File: src/rtl/dpf_pkg.sv
// Package: shared widths and the result word of the dual-range peak finder.
// Assumes one sample per clock on each path.
package dpf_pkg;
    localparam int SAMPLE_W = 12;
    localparam int LEN_W    = 6;

    typedef struct packed {
        logic                low_range;
        logic [SAMPLE_W-1:0] peak;
        logic [LEN_W-1:0]    index;
    } charge_word_t;
endpackage

File: src/rtl/dpf_window_ctrl.sv
// Window sequencer: opens a search window on a start flag when idle,
// numbers the samples inside it and flags the last one. Starts that
// arrive while a window is open are dropped.
// Assumes win_len_i is held stable while a window is open.
module dpf_window_ctrl #(
    parameter int LEN_W = 6
) (
    input  logic             clk,
    input  logic             rst_n,
    input  logic             start_i,
    input  logic [LEN_W-1:0] win_len_i,
    output logic             load_o,
    output logic             track_o,
    output logic [LEN_W-1:0] index_o,
    output logic             done_o
);
    localparam logic [LEN_W-1:0] ONE = LEN_W'(1);

    logic             busy_q;
    logic [LEN_W-1:0] cnt_q;
    logic [LEN_W-1:0] eff_len;
    logic             last;

    // Length 0 is treated as a single-sample window.
    always_comb begin
        eff_len = (win_len_i == '0) ? ONE : win_len_i;
        load_o  = start_i && !busy_q;
        track_o = busy_q;
        index_o = busy_q ? cnt_q : '0;
        last    = (load_o && eff_len == ONE) || (busy_q && cnt_q == eff_len - ONE);
    end

    // Window state and sample counter.
    always_ff @(posedge clk) begin
        if (!rst_n) begin
            busy_q <= 1'b0;
            cnt_q  <= '0;
        end else if (load_o) begin
            busy_q <= (eff_len != ONE);
            cnt_q  <= ONE;
        end else if (busy_q) begin
            busy_q <= !last;
            cnt_q  <= last ? '0 : cnt_q + ONE;
        end
    end

    // Close strobe, one cycle after the last sample has been taken.
    always_ff @(posedge clk) begin
        if (!rst_n) done_o <= 1'b0;
        else        done_o <= last;
    end


    cnt_in_window_chk: assert property (@(posedge clk) disable iff (!rst_n)
        busy_q |-> (cnt_q < eff_len));


    no_restart_chk: assert property (@(posedge clk) disable iff (!rst_n)
        (busy_q && !last) |=> (busy_q && cnt_q == $past(cnt_q) + ONE));
endmodule

File: src/rtl/dpf_peak_tracker.sv
// Peak tracker for one gain path: loads the first sample of a window and
// replaces the running maximum only on a strictly larger sample, so ties
// keep the earliest index.
// Assumes load_i and track_i are never both set.
module dpf_peak_tracker #(
    parameter int SAMPLE_W = 12,
    parameter int LEN_W    = 6
) (
    input  logic                clk,
    input  logic                rst_n,
    input  logic                load_i,
    input  logic                track_i,
    input  logic [LEN_W-1:0]    index_i,
    input  logic [SAMPLE_W-1:0] sample_i,
    output logic [SAMPLE_W-1:0] max_o,
    output logic [LEN_W-1:0]    max_index_o
);
    // Running maximum and its position.
    always_ff @(posedge clk) begin
        if (!rst_n) begin
            max_o       <= '0;
            max_index_o <= '0;
        end else if (load_i) begin
            max_o       <= sample_i;
            max_index_o <= '0;
        end else if (track_i && sample_i > max_o) begin
            max_o       <= sample_i;
            max_index_o <= index_i;
        end
    end


    max_monotonic_chk: assert property (@(posedge clk) disable iff (!rst_n)
        track_i |=> (max_o >= $past(max_o)));
endmodule

File: src/rtl/dpf_range_select.sv
// Output stage: picks the gain path by high-gain saturation, subtracts
// the baseline with a clamp at zero, and registers the result word with
// a one-cycle valid.
// Assumes the peak inputs are final in the cycle done_i is high.
module dpf_range_select
    import dpf_pkg::*;
#(
    parameter int SW = SAMPLE_W,
    parameter int LW = LEN_W
) (
    input  logic          clk,
    input  logic          rst_n,
    input  logic          done_i,
    input  logic [SW-1:0] hi_max_i,
    input  logic [LW-1:0] hi_index_i,
    input  logic [SW-1:0] lo_max_i,
    input  logic [LW-1:0] lo_index_i,
    input  logic [SW-1:0] baseline_i,
    input  logic [SW-1:0] sat_level_i,
    output logic          valid_o,
    output charge_word_t  word_o
);
    logic          use_low;
    logic [SW-1:0] raw_peak;
    logic [LW-1:0] raw_index;
    charge_word_t  next_word;

    // Range choice and baseline correction.
    always_comb begin
        use_low   = (hi_max_i >= sat_level_i);
        raw_peak  = use_low ? lo_max_i : hi_max_i;
        raw_index = use_low ? lo_index_i : hi_index_i;
        next_word.low_range = use_low;
        next_word.peak      = (raw_peak > baseline_i) ? raw_peak - baseline_i : '0;
        next_word.index     = raw_index;
    end

    // Result register and its strobe.
    always_ff @(posedge clk) begin
        if (!rst_n) begin
            valid_o <= 1'b0;
            word_o  <= '0;
        end else begin
            valid_o <= done_i;
            if (done_i) word_o <= next_word;
        end
    end


    high_range_unsat_chk: assert property (@(posedge clk) disable iff (!rst_n)
        (valid_o && !word_o.low_range) |-> ($past(hi_max_i) < $past(sat_level_i)));
endmodule

File: src/rtl/dual_range_peak_finder.sv
// Top: dual-gain peak finder for one photomultiplier channel. A window
// sequencer drives two peak trackers (high and low gain); the output
// stage chooses the range and emits one charge word per window.
// Assumes configuration inputs are stable while a window is open.
module dual_range_peak_finder
    import dpf_pkg::*;
(
    input  logic                clk,
    input  logic                rst_n,
    input  logic                start_i,
    input  logic [SAMPLE_W-1:0] hi_sample_i,
    input  logic [SAMPLE_W-1:0] lo_sample_i,
    input  logic [LEN_W-1:0]    win_len_i,
    input  logic [SAMPLE_W-1:0] baseline_i,
    input  logic [SAMPLE_W-1:0] sat_level_i,
    output logic                meas_valid_o,
    output logic                meas_range_o,
    output logic [SAMPLE_W-1:0] meas_peak_o,
    output logic [LEN_W-1:0]    meas_index_o
);
    localparam int NPATH = 2;

    logic                load, track, done;
    logic [LEN_W-1:0]    win_index;
    logic [SAMPLE_W-1:0] path_sample [NPATH];
    logic [SAMPLE_W-1:0] path_max    [NPATH];
    logic [LEN_W-1:0]    path_index  [NPATH];
    charge_word_t        word;

    // Path 0 is high gain, path 1 is low gain.
    always_comb begin
        path_sample[0] = hi_sample_i;
        path_sample[1] = lo_sample_i;
    end

    dpf_window_ctrl #(.LEN_W(LEN_W)) win_i (
        .clk(clk), .rst_n(rst_n), .start_i(start_i), .win_len_i(win_len_i),
        .load_o(load), .track_o(track), .index_o(win_index), .done_o(done)
    );

    for (genvar p = 0; p < NPATH; p++) begin : g_path
        dpf_peak_tracker #(.SAMPLE_W(SAMPLE_W), .LEN_W(LEN_W)) trk_i (
            .clk(clk), .rst_n(rst_n), .load_i(load), .track_i(track),
            .index_i(win_index), .sample_i(path_sample[p]),
            .max_o(path_max[p]), .max_index_o(path_index[p])
        );
    end

    dpf_range_select sel_i (
        .clk(clk), .rst_n(rst_n), .done_i(done),
        .hi_max_i(path_max[0]), .hi_index_i(path_index[0]),
        .lo_max_i(path_max[1]), .lo_index_i(path_index[1]),
        .baseline_i(baseline_i), .sat_level_i(sat_level_i),
        .valid_o(meas_valid_o), .word_o(word)
    );

    // Unpack the result word onto the ports.
    always_comb begin
        meas_range_o = word.low_range;
        meas_peak_o  = word.peak;
        meas_index_o = word.index;
    end


    valid_follows_close_chk: assert property (@(posedge clk) disable iff (!rst_n)
        meas_valid_o |-> $past(done));
endmodule

File: config.mk
export PLATFORM = sky130hd
export DESIGN_NAME = dual_range_peak_finder
export DESIGN_NICKNAME = d
export VERILOG_FILES = /design/src/rtl/dpf_pkg.sv /design/src/rtl/dpf_window_ctrl.sv /design/src/rtl/dpf_peak_tracker.sv /design/src/rtl/dpf_range_select.sv /design/src/rtl/dual_range_peak_finder.sv
export SDC_FILE = /design/constraint.sdc
export NUM_CORES = 1
export LEC_CHECK = 0
export BUFFER_PORTS_ARGS = -buffer_cell sky130_fd_sc_hd__buf_2
export CAP_MARGIN = 20
export CORE_MARGIN = 1
export CORE_UTILIZATION = 45
export DETAILED_ROUTE_END_ITERATION = 12
export GPL_ROUTABILITY_DRIVEN = 1
export PLACE_DENSITY = 0.7
export SLEW_MARGIN = 10
export SYNTH_ARGS = -nofsm -noshare
export SYNTH_HDL_FRONTEND = slang
export SYNTH_HIERARCHICAL = 1
export SYNTH_SLANG_ARGS = --single-unit
File: constraint.sdc
create_clock -name clk -period 4.05 [get_ports clk]
set_input_delay 0 -clock clk [delete_from_list [all_inputs] [get_ports clk]]
set_output_delay 0 -clock clk [all_outputs]
set_load 0.005 [all_outputs]
==> results.tsv <==
metric	value	unit
grt_usage	21.21	%
dp_hpwl	8.262	mm
portBuffers	76	
core_area	0.009864	mm^2
wl_met1	4.821	mm
finClkSkew	11.75	ps
syn_to_final_growth	16.44	%
crit_type	register to register	
viasPerCell	5.252	
rsz0062_at_grt	no	
startpoint_type	register	
finalHoldViolCount	0	
cts_buffer_depth	2	
finalCriticalPeriod	3808	ps
max_slew.worst_pin.slew	798.6	ps
htreeDepth	3	
wl_per_cell	14.68	um
die-area	0.01066	mm^2
insertion_delay	360	ps
syn_nets	606	
ys_ff_latch	64	
synth_top_family_by_area	compound AO/OA/AOI/OAI gates	
drtAntennaViolNets	0	
synth_cells	497	
final_cell_area	0.005370	mm^2
synth-xor-area-share	3.228	%
routed-wl-met3	435	um
path_buf_inv	3	
powerDensity	319.5	mW/mm^2
dieHeight	103.2	um
grt_pass1_vias	3698	
crit_arrival	4040	ps
setup_viol	0	
synth-compound-area-share	27.10	%
num-fill-cells	918	
yosys.cell_types.count	60	
clock_sinks	64	
drc	0	
highest_layer	met4	
grt_max_degree	31	
netlist_area	0.004612	mm^2
drt-total-wl	10.60	mm
worstHoldPathType	primary input to register	
drt_first_pass_iters	5	
hold_ws	14.40	ps
fmax	0.2626	GHz
grt_overflow	0	
min_period_over_period	94.03	%
synthAdderAreaFrac	14.27	%
synthTopCellsByArea	dfxtp_1 28%, ha_1 14%, a2bb2o_4 8.7%	
postPlaceCellArea	0.005104	mm^2
routed-wl-met2	5.075	mm
final_nets	693	
critPathMaxFanout	19	
place.gp.congestion	0.9645	
cts_tree	built	
n_antenna_cell	0	
cpMostUsedCell	ha_1	
status	complete, no violations	
synth.avg_cell_area	9.280	um^2
ir_drop	0.1994	mV
cts_root_buf	clkbuf_8	
cts_inserted_buffers	9	
p_leak	2.590	nW
finalSetupTns	0	ps
slowest_stage	dfxtp_1	
drv_slew	0	
drive_gt1_share	23.94	%
slew_headroom	46.63	%
drt_iter0_markers	131	
synthFlopType	dfxtp_1	
start_util	46.75	%
grt_pass1_wl	17.11	mm
synth_top_area_share	27.78	%
ys_seq_area_share	27.78	%
drv_cap	0	
vias	3792	
end_kind	register	
ys_warn_count	6	
yosysTopAreaCell	dfxtp_1	
synthMuxAreaShare	4.422	%
required	4280	ps
async_flop_share	0	%
crit_family	compound AO/OA/AOI/OAI gates	
clk_pin_slew	80	ps
ios	77	
die_x	103.2	um
crit_chain	inv_1, ha_1, nand2b_4, a211oi_2, o21ai_1, a2111oi_4, buf_12, mux2_2, ha_1, nor2b_1, o2111ai_1, buf_4, nand4_1, o211ai_1, xor2_1, o21ai_0	
antenna_found_initial	0	
synth_edf_count	0	
crit_path_max_incr_delay	400	ps
num_rows	36	
synth-simple-area-share	14.81	%
cell families after synthesis:
kind of cell    Yosys count
compound gates          132
simple gates            122
buf+inv                  91
flops                    64
fa+ha+maj                52
mux                      19
xor+xnor                 17
flip-flops by register name (all words and copies together) (netlist names):
name and cells:
win_i/track_o 1, win_i/done_o 1, win_i/cnt_q 6, sel_i/valid_o 1
g_path.trk_i/max_o 24, sel_i/word_o 19, g_path.trk_i/max_index_o 12
cell usage in the layout, fill, tap and decap left out, drive strengths merged, types with 8 or more instances in the layout:
master / count
a22o: 12
nor2b: 20
mux2: 11
nand4: 10
nor2: 20
ha: 51
nand2: 27
and2: 8
xnor2: 11
a21oi: 27
dfxtp: 64
a2bb2o: 24
mux2i: 8
buf: 79
nand3: 8
dlygate4sd3: 9
o21ai: 26
inv: 79
clkbuf: 10
power by group:
| group | internal, mW | switching (mW) | total, mW | leakage, nW |
|---|---|---|---|---|
| Combinational | 0.265 | 0.276 | 0.541 | 1.98 |
| Clock | 0.219 | 0.260 | 0.479 | 0.0858 |
| Sequential | 0.658 | 0.0378 | 0.696 | 0.521 |
| Total | 1.14 | 0.574 | 1.72 | 2.59 |
through the flow:
stage / total power [mW] / setup WS, ps / instances / utilization [%]
after CTS: 1.727 / 228.0 / 721 / 54.21
after floorplan: 1.103 / 413.9 / 497 / -
final: 1.716 / 241.8 / 722 / 54.44
after global placement: 1.225 / 322.7 / 697 / 51.74
after detailed placement: 1.237 / 273.0 / 697 / 51.74
after global routing: 1.823 / 33.97 / 722 / 54.44
Yosys cell counts, types with 7 or more instances:
cell and instances:
inv_1 79, dfxtp_1 64, ha_1 51, nand2_1 27, a21oi_1 25, a2bb2o_4 20
nor2_1 20, nor2b_1 20, o21ai_0 19, a22o_1 12, xnor2_1 11, nand4_1 10
mux2_2 9, and2_1 8, mux2i_1 8, nand3_1 8, a21o_1 7
worst min-delay path: cells and delay by family:
kind	cells	cell delay [ps]
compound gates	1	200
buf+inv	2	140
path summary, 6_finish.rpt:
kind | startpoint | endpoint | slack (ps) | cells after the start
setup / recovery | g_path[0].trk_i/max_o[0]$_SDFFE_PN0P_ | sel_i/word_o[15]$_SDFFE_PN0P_ | 240 | 16
hold / removal | hi_sample_i[10] | g_path[0].trk_i/max_o[10]$_SDFFE_PN0P_ | 10 | 3
setup reg to reg | g_path[0].trk_i/max_o[0]$_SDFFE_PN0P_ | sel_i/word_o[15]$_SDFFE_PN0P_ | 240 | 16
hold reg to reg | sel_i/word_o[16]$_SDFFE_PN0P_ | sel_i/word_o[16]$_SDFFE_PN0P_ | 460 | 2
layout make-up:
class	instances	area, um^2	share of cell area (%)
Clock buffer	10	127.6	2.377
Clock inverter	6	36.28	0.6757
Inverter	79	296.5	5.522
Multi-Input combinational cell	342	2957	55.06
Sequential cell	64	1281	23.86
Tap cell	133	166.4	3.099
Timing Repair Buffer	88	505.5	9.413
per-layer routing:
metal  up-vias  global-route usage (%)
li1       1929                       -
met4         0                   8.126
met3        19                   5.242
met2        97                   36.92
met1      1747                   25.20
met5         -                       0
repair_timing:
action / CTS / global route
buffers inserted: 0 / 0
endpoints found under the hold margin: 8 / 1
gates resized for setup: 0 / 2
endpoints found under the setup margin: 0 / 4
hold buffers: 8 / 1
Note: power is estimated with default switching activity, not from simulation.
